`src/rtl/synth_div_pkg.sv`:
```
package synth_div_pkg;
   // Returns the value that a counter actually reloads with.
   function automatic int unsigned floor_ratio(input int unsigned raw, input int unsigned lo);
      return (raw < lo) ? lo : raw;
   endfunction
endpackage

```
`src/rtl/div_load_ctrl.sv`:
```
module div_load_ctrl #(
   parameter int N_W     = 16,
   parameter int R_W     = 14,
   parameter int R_LSB   = 2,
   parameter int N_RST   = 1056,
   parameter int R_RST   = 5
) (
   input  logic           clk,
   input  logic           rst,
   input  logic           strobe,
   input  logic           to_ref,
   input  logic [N_W-1:0] word,
   output logic [N_W-1:0] n_ratio,
   output logic [R_W-1:0] r_count
);
   localparam int R_MSB = R_LSB + R_W - 1;

   logic strobe_q;
   logic rise;
   logic [R_W-1:0] r_field;

   assign rise    = strobe && !strobe_q;
   assign r_field = word[R_MSB:R_LSB];

   always_ff @(posedge clk) begin
      if (rst) begin
         strobe_q <= 1'b0;
         n_ratio  <= N_W'(N_RST);
         r_count  <= R_W'(R_RST);
      end else begin
         strobe_q <= strobe;
         if (rise && !to_ref) n_ratio <= word;
         if (rise &&  to_ref) r_count <= r_field;
      end
   end

   AST_LOAD_ONLY_ON_RISE: assert property (@(posedge clk) disable iff (rst)
      !(strobe && !strobe_q) |=> ($stable(n_ratio) && $stable(r_count)));
   AST_FB_LOAD_VALUE: assert property (@(posedge clk) disable iff (rst)
      (strobe && !strobe_q && !to_ref) |=> (n_ratio == $past(word)));
   AST_REF_LOAD_VALUE: assert property (@(posedge clk) disable iff (rst)
      (strobe && !strobe_q && to_ref) |=> (r_count == $past(word[R_MSB:R_LSB])));
endmodule

```
`src/rtl/div_prescaler.sv`:
```
module div_prescaler #(
   parameter int LOG2 = 2
) (
   input  logic clk,
   input  logic rst,
   input  logic en_in,
   output logic en_out
);
   generate
      if (LOG2 == 0) begin : g_bypass
         assign en_out = en_in;
      end else begin : g_count
         logic [LOG2-1:0] pc;
         always_ff @(posedge clk) begin
            if (rst)        pc <= '0;
            else if (en_in) pc <= pc + LOG2'(1);
         end
         assign en_out = en_in && (&pc);

         AST_PRE_HOLD: assert property (@(posedge clk) disable iff (rst)
            !en_in |=> $stable(pc));
      end
   endgenerate
endmodule

```
`src/rtl/div_counter.sv`:
```
module div_counter #(
   parameter int W   = 16,
   parameter int MIN = 2
) (
   input  logic         clk,
   input  logic         rst,
   input  logic         en,
   input  logic [W-1:0] ratio,
   output logic         pulse
);
   import synth_div_pkg::*;

   localparam logic [W-1:0] MIN_V  = W'(MIN);
   localparam logic [W-1:0] MIN_M1 = W'(MIN - 1);
   localparam logic [W-1:0] ONE    = W'(1);

   logic [W-1:0] cnt;
   logic [W-1:0] eff;
   logic [W-1:0] reload;
   logic         term;

   assign eff    = W'(floor_ratio(int'(ratio), int'(MIN_V)));
   assign reload = eff - ONE;
   assign term   = (cnt == '0);

   always_ff @(posedge clk) begin
      if (rst) begin
         cnt   <= '0;
         pulse <= 1'b0;
      end else begin
         pulse <= en && term;
         if (en) cnt <= term ? reload : (cnt - ONE);
      end
   end

   AST_PULSE_AFTER_EN: assert property (@(posedge clk) disable iff (rst)
      pulse |-> $past(en));
   AST_PULSE_SINGLE: assert property (@(posedge clk) disable iff (rst)
      pulse |=> !pulse);
   AST_CNT_HOLD: assert property (@(posedge clk) disable iff (rst)
      !en |=> $stable(cnt));
   AST_RELOAD_FLOOR: assert property (@(posedge clk) disable iff (rst)
      (en && term) |=> (cnt >= MIN_M1));
endmodule

```
`src/rtl/synth_divider_pair.sv`:
```
module synth_divider_pair #(
   parameter int N_W      = 16,
   parameter int R_CNT_W  = 14,
   parameter int PRE_LOG2 = 2,
   parameter int N_MIN    = 1056,
   parameter int R_MIN    = 5
) (
   input  logic        clk,
   input  logic        rst,
   input  logic        fin_en,
   input  logic        xin_en,
   input  logic        load_strobe,
   input  logic        load_to_ref,
   input  logic [15:0] load_word,
   output logic        fv_pulse,
   output logic        fr_pulse
);
   localparam int WORD_W = 16;

   generate
      if (N_W != WORD_W) begin : g_bad_nw
         $error("feedback width must match the 16-bit load word");
      end
      if (R_CNT_W + PRE_LOG2 > WORD_W) begin : g_bad_rw
         $error("reference field does not fit in the load word");
      end
      if (N_MIN < 2 || R_MIN < 2) begin : g_bad_min
         $error("minimum ratios must be at least 2");
      end
   endgenerate

   logic [N_W-1:0]     n_ratio;
   logic [R_CNT_W-1:0] r_count;
   logic               pre_en;

   div_load_ctrl #(
      .N_W  (N_W),
      .R_W  (R_CNT_W),
      .R_LSB(PRE_LOG2),
      .N_RST(N_MIN),
      .R_RST(R_MIN)
   ) i_load (
      .clk    (clk),
      .rst    (rst),
      .strobe (load_strobe),
      .to_ref (load_to_ref),
      .word   (load_word),
      .n_ratio(n_ratio),
      .r_count(r_count)
   );

   div_counter #(.W(N_W), .MIN(N_MIN)) i_fb_cnt (
      .clk  (clk),
      .rst  (rst),
      .en   (fin_en),
      .ratio(n_ratio),
      .pulse(fv_pulse)
   );

   div_prescaler #(.LOG2(PRE_LOG2)) i_pre (
      .clk   (clk),
      .rst   (rst),
      .en_in (xin_en),
      .en_out(pre_en)
   );

   div_counter #(.W(R_CNT_W), .MIN(R_MIN)) i_ref_cnt (
      .clk  (clk),
      .rst  (rst),
      .en   (pre_en),
      .ratio(r_count),
      .pulse(fr_pulse)
   );

   AST_RESET_QUIET: assert property (@(posedge clk)
      rst |=> (!fv_pulse && !fr_pulse));
   AST_FR_AFTER_XIN: assert property (@(posedge clk) disable iff (rst)
      fr_pulse |-> $past(xin_en));
endmodule

```
`config.mk`:
```
export PLATFORM = sky130hd
export DESIGN_NAME = synth_divider_pair
export DESIGN_NICKNAME = d
export VERILOG_FILES = /design/src/rtl/synth_div_pkg.sv /design/src/rtl/div_load_ctrl.sv /design/src/rtl/div_prescaler.sv /design/src/rtl/div_counter.sv /design/src/rtl/synth_divider_pair.sv
export SDC_FILE = /design/constraint.sdc
export NUM_CORES = 1
export LEC_CHECK = 0
export ABC_AREA = 1
export BUFFER_PORTS_ARGS = -buffer_cell sky130_fd_sc_hd__buf_2
export CAP_MARGIN = 30
export CORE_MARGIN = 2
export CORE_UTILIZATION = 50
export CTS_BUF_LIST = sky130_fd_sc_hd__clkbuf_16
export CTS_CLUSTER_SIZE = 14
export DETAILED_ROUTE_END_ITERATION = 8
export MAX_ROUTING_LAYER = met4
export PLACE_DENSITY_LB_ADDON = 0.05
export SYNTH_ARGS = -nofsm -noshare
export SYNTH_HDL_FRONTEND = slang
export SYNTH_SLANG_ARGS = --single-unit
```
`constraint.sdc`:
```
create_clock -name clk -period 4.2 [get_ports clk]
set_input_delay 0.84 -clock clk [delete_from_list [all_inputs] [get_ports clk]]
set_output_delay 0.84 -clock clk [all_outputs]
set_load 0.02 [all_outputs]
```
==> flow_metrics.tcl, run 1 <==
set metrics [dict create \
    status "complete, no violations" \
    grt_pass1_wl_um 14900 \
    avgRoutedWirePerCell_um 13.0 \
    yosysWarnings 0 \
    cts_buffer_depth 2 \
    htreeDepth 3 \
    cp.arrival_ns 2.73 \
    cts_made_buffers 9 \
    grt.overflow.total 0 \
    ys_ff_latch 65 \
    fin_tns_setup_ns 0 \
    gr-usage-met2_pct 41.2 \
    drive_gt1_share_pct 13.4 \
    drc 0 \
    initial_core_util_pct 51.1 \
    met1_usage_pct 28.2 \
    path_clk_slew_ns 0.06 \
    place_inst 666 \
    hold_buffers 0 \
    antenna_found_initial 0 \
    ir_worst_vdd_v 0.000222 \
    synth_area_um2 3670 \
    grt_pass1_vias 3327 \
    critPathLaunch "i_fb_cnt.cnt[12]" \
    grt.busiest_layer "met2" \
    setup_viol 0 \
    critPathRequiredTime_ns 4.43 \
    final_cell_mix "nand2_1, inv_1, nor2_1" \
    use_met3_pct 5.85 \
    worstSetupPathType "reg2reg" \
    final.setup_skew_ns 0.00558 \
    hold_viol_final 0 \
    maxSlewViolCount 0 \
    drv_cap 0 \
    tritoncts "done" \
    cellLeakagePower_nw 1.97 \
    cts_resized 0 \
    rsz0062_at_grt "false" \
    n_antenna_cell 0 \
    fmax_mhz 400 \
    rows 31 \
    async_reset_ff_share_pct 0 \
    routed_wl_um 8840 \
    drtPass1Iterations 6 \
    grt_max_degree 37 \
    via_per_inst 5.04 \
    fin_crit_ns 2.50 \
    r2r_start "i_fb_cnt.cnt[12]" \
    ant_nets 0 \
    hold_start "i_load.n_ratio[12]" \
    avgSynthCellArea_um2 6.52 \
    powerDensity_nw_per_um2 458 \
    die-area_um2 8030 \
    ff2ff_setup_slack_ns 1.70 \
    synth_nets 587 \
    dr.first_iter.drc_count 127 \
    globalRouteTotalUtil_pct 24.6 \
    pin_count 24 \
    endpoint_kind "register" \
    die_h_um 89.6 \
    worst_pin_slew_ns 0.614 \
    post-cts-setup-buffers 0 \
    finalPower_mw 1.89 \
    place_area_um2 3820 \
    clk_latency_ns 0.33 \
    area_growth_pct 12.4 \
    relSlewSlack_pct 59.1 \
    yosysUniqueCellTypes 34 \
    final_common_cell "nand2_1" \
    synthCells 562 \
    crit_fanout 20 \
    fin_crit_sh_pct 59.5 \
    coreArea_um2 7180 \
    finalNonFillerCells 682 \
    yosysSeqAreaShare_pct 35.5 \
    vias 3438 \
    hp-class "reg2reg" \
    cts-root-buf "clkbuf_16" \
    layout.nets 603 \
    gp_congestion 0.926 \
    start_kind "register" \
    io_buffers 23 \
    synthFlopType "dfxtp_1" \
    die_w_um 89.6 \
    synth_edf_count 0 \
    cts_sinks 65 \
    dpl.hpwl_um 6430 \
    final_area_um2 4120 \
]
[report_power, final]
| part | leakage (nW) | switching [mW] | internal (mW) |
|---|---|---|---|
| combinational | 1.30 | 0.304 | 0.150 |
| sequential | 0.533 | 0.0271 | 0.659 |
| clock | 0.139 | 0.288 | 0.458 |
| total | 1.97 | 0.619 | 1.27 |
[critical path, cell delays in order (launching register included)]
cell	delay [ns]
dfxtp_1	0.35
nor2_1	0.12
nand2_1	0.08
nor2_2	0.11
nand2_2	0.27
inv_2	0.29
nand2_1	0.09
nand2_1	0.12
ha_1	0.21
nand3_1	0.16
nor2_4	0.21
nand2_1	0.08
o21ai_1	0.08
nand3_1	0.09
nand2_1	0.09
inv_1	0.04
[flip-flops by register name (all words and copies together), names as in the netlist]
name / flops
i_fb_cnt.pulse: 1
i_ref_cnt.pulse: 1
i_load.strobe_q: 1
i_fb_cnt.cnt: 16
i_pre.g_count.pc: 2
i_load.n_ratio: 16
i_load.r_count: 14
i_ref_cnt.cnt: 14
[metrics by stage]
stage | worst slack [ns] | hold slack [ns] | util [%]
2_1_floorplan | 2.17 | 0.441 | -
3_3_place_gp | 1.58 | 0.463 | 52.9
3_5_place_dp | 1.76 | 0.462 | 53.3
4_1_cts | 1.71 | 0.475 | 57.4
5_1_grt | 1.48 | 0.502 | 57.4
6_report | 1.70 | 0.477 | 57.4
[path summary, 6_finish.rpt]
| path | cells after the start | to |
|---|---|---|
| max | 15 | i_fb_cnt.cnt[12] |
| min | 2 | i_load.n_ratio[12] |
| max reg2reg | 15 | i_fb_cnt.cnt[12] |
| min reg2reg | 2 | i_load.n_ratio[12] |
[area by class of cell]
class | instances | area [um^2]
clock inverters | 7 | 71.3
inverters | 85 | 319
clock buffers | 9 | 225
well taps | 99 | 124
multi-input cells | 392 | 1930
repair buffers | 25 | 150
flip-flops and latches | 65 | 1300
fillers | 744 | 3050
[synth_stat cells, types with 4 or more instances]
| cell | count | area (um^2) |
|---|---|---|
| buf_6 | 5 | 56.3 |
| dfxtp_1 | 65 | 1300 |
| nor2_2 | 14 | 87.6 |
| nor3_1 | 7 | 35.0 |
| nand4_1 | 10 | 62.6 |
| nand2_1 | 105 | 394 |
| nand3_1 | 41 | 205 |
| nor2_1 | 67 | 251 |
| o21ai_1 | 8 | 40.0 |
| inv_1 | 82 | 308 |
| a21oi_1 | 50 | 250 |
| o21ai_0 | 50 | 250 |
| nand2_2 | 11 | 68.8 |
| xor2_1 | 4 | 35.0 |
| clkbuf_1 | 13 | 48.8 |
[cells by family after synthesis]
family	after synthesis	share of synthesized area, %
XOR/XNOR	6	1.43
buffers and inverters	105	11.8
adder cells (fa/ha/maj)	3	1.02
flip-flops	65	35.5
AO/OA/AOI/OAI	121	17.8
AND/OR/NAND/NOR	262	32.4
[metal layers]
| metal | routed length (um) | vias to the layer above |
|---|---|---|
| met5 | 0 | - |
| met4 | 249 | 0 |
| met3 | 202 | 24 |
| met2 | 4310 | 46 |
| met1 | 4070 | 1543 |
| li1 | - | 1825 |
No activity file was read; power rests on OpenSTA's default activity.
==> inputs of run 2 (changes only) <==
Clock period 4.2 ns to 2.4 ns, I/O delays scaled along.
==> run 2 against run 1 <==
Net effect:
- sequential share of layout area shrank 0.30 points
- sequential power increased by 75%
- wire length fell by 1.6%
- worst hold slack got worse by 0.092 ns
- total power increased by 74%
- global-route usage down 0.13 points
- final area rose by 0.97%
- largest cell class unchanged
- largest power group unchanged
==> flow_metrics.tcl, run 2 (synthesis results as in run 1) <==
set metrics [dict create \
    post-cts-setup-buffers 0 \
    drv_cap 0 \
    n_antenna_cell 0 \
    ir_worst_vdd_v 0.000370 \
    layout.nets 610 \
    grt_pass1_wl_um 14600 \
    fmax_mhz 468 \
    drtPass1Iterations 4 \
    die_w_um 89.6 \
    die-area_um2 8030 \
    ant_nets 0 \
    routed_wl_um 8700 \
    dr.first_iter.drc_count 162 \
    final_common_cell "nand2_1" \
    drive_gt1_share_pct 14.6 \
    crit_fanout 11 \
    start_kind "register" \
    place_area_um2 3860 \
    area_growth_pct 13.5 \
    antenna_found_initial 0 \
    io_buffers 23 \
    fin_crit_ns 2.13 \
    r2r_start "i_ref_cnt.cnt[1]" \
    worstSetupPathType "reg2reg" \
    relSlewSlack_pct 58.8 \
    endpoint_kind "register" \
    hp-class "in2reg" \
    cts_resized 0 \
    fin_tns_setup_ns 0 \
    crit_chain "nor2_1 -> nand3_1 -> nor2_2 -> nand2_4 -> inv_2 -> nand3_1 -> nand2_2 -> ha_2 -> nand3_1 -> inv_1 -> nor2_1 -> o21ai_0 -> inv_1" \
    globalRouteTotalUtil_pct 24.4 \
    crit_slowest_cell "dfxtp_1" \
    critPathRequiredTime_ns 2.62 \
    worst-path-buf-inv 3 \
    crit_path_frequent_cell "nand3_1" \
    via_per_inst 5.00 \
    grt_pass1_vias 3235 \
    status "complete, no violations" \
    coreArea_um2 7180 \
    hold_start "load_strobe" \
    final_area_um2 4160 \
    rows 31 \
    initial_core_util_pct 51.1 \
    final.setup_skew_ns 0.00696 \
    finalPower_mw 3.29 \
    grt.overflow.total 0 \
    powerDensity_nw_per_um2 790 \
    cts_made_buffers 9 \
    htreeDepth 3 \
    critPathTopFamily "simple AND/OR/NAND/NOR gates" \
    cts-root-buf "clkbuf_16" \
    cts_buffer_depth 2 \
    setup_viol 0 \
    top_regs "i_fb_cnt.cnt: 16 flops, i_load.n_ratio: 16 flops" \
    drc 0 \
    hold_buffers 0 \
    worst_pin_slew_ns 0.617 \
    final_cell_mix "nand2_1, inv_1, nor2_1" \
    tritoncts "done" \
    maxSlewViolCount 0 \
    path_clk_slew_ns 0.06 \
    dpl.hpwl_um 6600 \
    gp_congestion 1.00 \
    avgRoutedWirePerCell_um 12.6 \
    pin_count 24 \
    fin_ws_ns 0.265 \
    cts_sinks 65 \
    cellLeakagePower_nw 2.00 \
    critPathLaunch "i_ref_cnt.cnt[1]" \
    grt_max_degree 25 \
    hold_viol_final 0 \
    post-place-ws_ns 0.198 \
    clk_latency_ns 0.33 \
    rsz0062_at_grt "false" \
    die_h_um 89.6 \
    cp.arrival_ns 2.35 \
    fin_crit_sh_pct 89.0 \
    critPathMaxStageDelay_ns 0.33 \
    vias 3446 \
]
## run 2: per-layer routing
| metal | up-vias | track usage [%] | share of wire (%) |
|---|---|---|---|
| met5 | - | - | 0 |
| met4 | 0 | 10.6 | 3.3 |
| met3 | 23 | 4.94 | 3.0 |
| met2 | 61 | 40.8 | 48 |
| met1 | 1506 | 28.5 | 45 |
| li1 | 1856 | - | - |
## run 2: path summary, 6_finish.rpt
| path | end | slack [ns] | cells after the start |
|---|---|---|---|
| min | i_load.strobe_q | 0.39 | 3 |
| max | i_ref_cnt.cnt[4] | 0.27 | 13 |
| max reg2reg | i_ref_cnt.cnt[4] | 0.27 | 13 |
| min reg2reg | i_load.n_ratio[15] | 0.48 | 2 |
## run 2: stage by stage
stage	cells	hold slack, ns	util, %
floorplan	562	0.441	-
global placement	673	0.464	53.8
detailed placement	673	0.470	53.8
CTS	689	0.375	57.9
global route	689	0.399	58.0
finish	689	0.386	58.0
## run 2: area by class of cell
class / instances / area, um^2
clock buffer: 9 / 225
clock inverter: 7 / 71.3
fill: 701 / 3010
inverter: 85 / 319
multi-input combinational: 392 / 1940
sequential: 65 / 1300
tap: 99 / 124
timing repair buffer: 32 / 183
## run 2: power by group
part | switching [mW] | internal [mW]
Combinational | 0.532 | 0.271
Clock | 0.484 | 0.801
Sequential | 0.0450 | 1.15
## run 2: worst min-delay path, stage by stage
cell	delay, ns
buf_2	0.07
inv_1	0.05
nor2_1	0.07
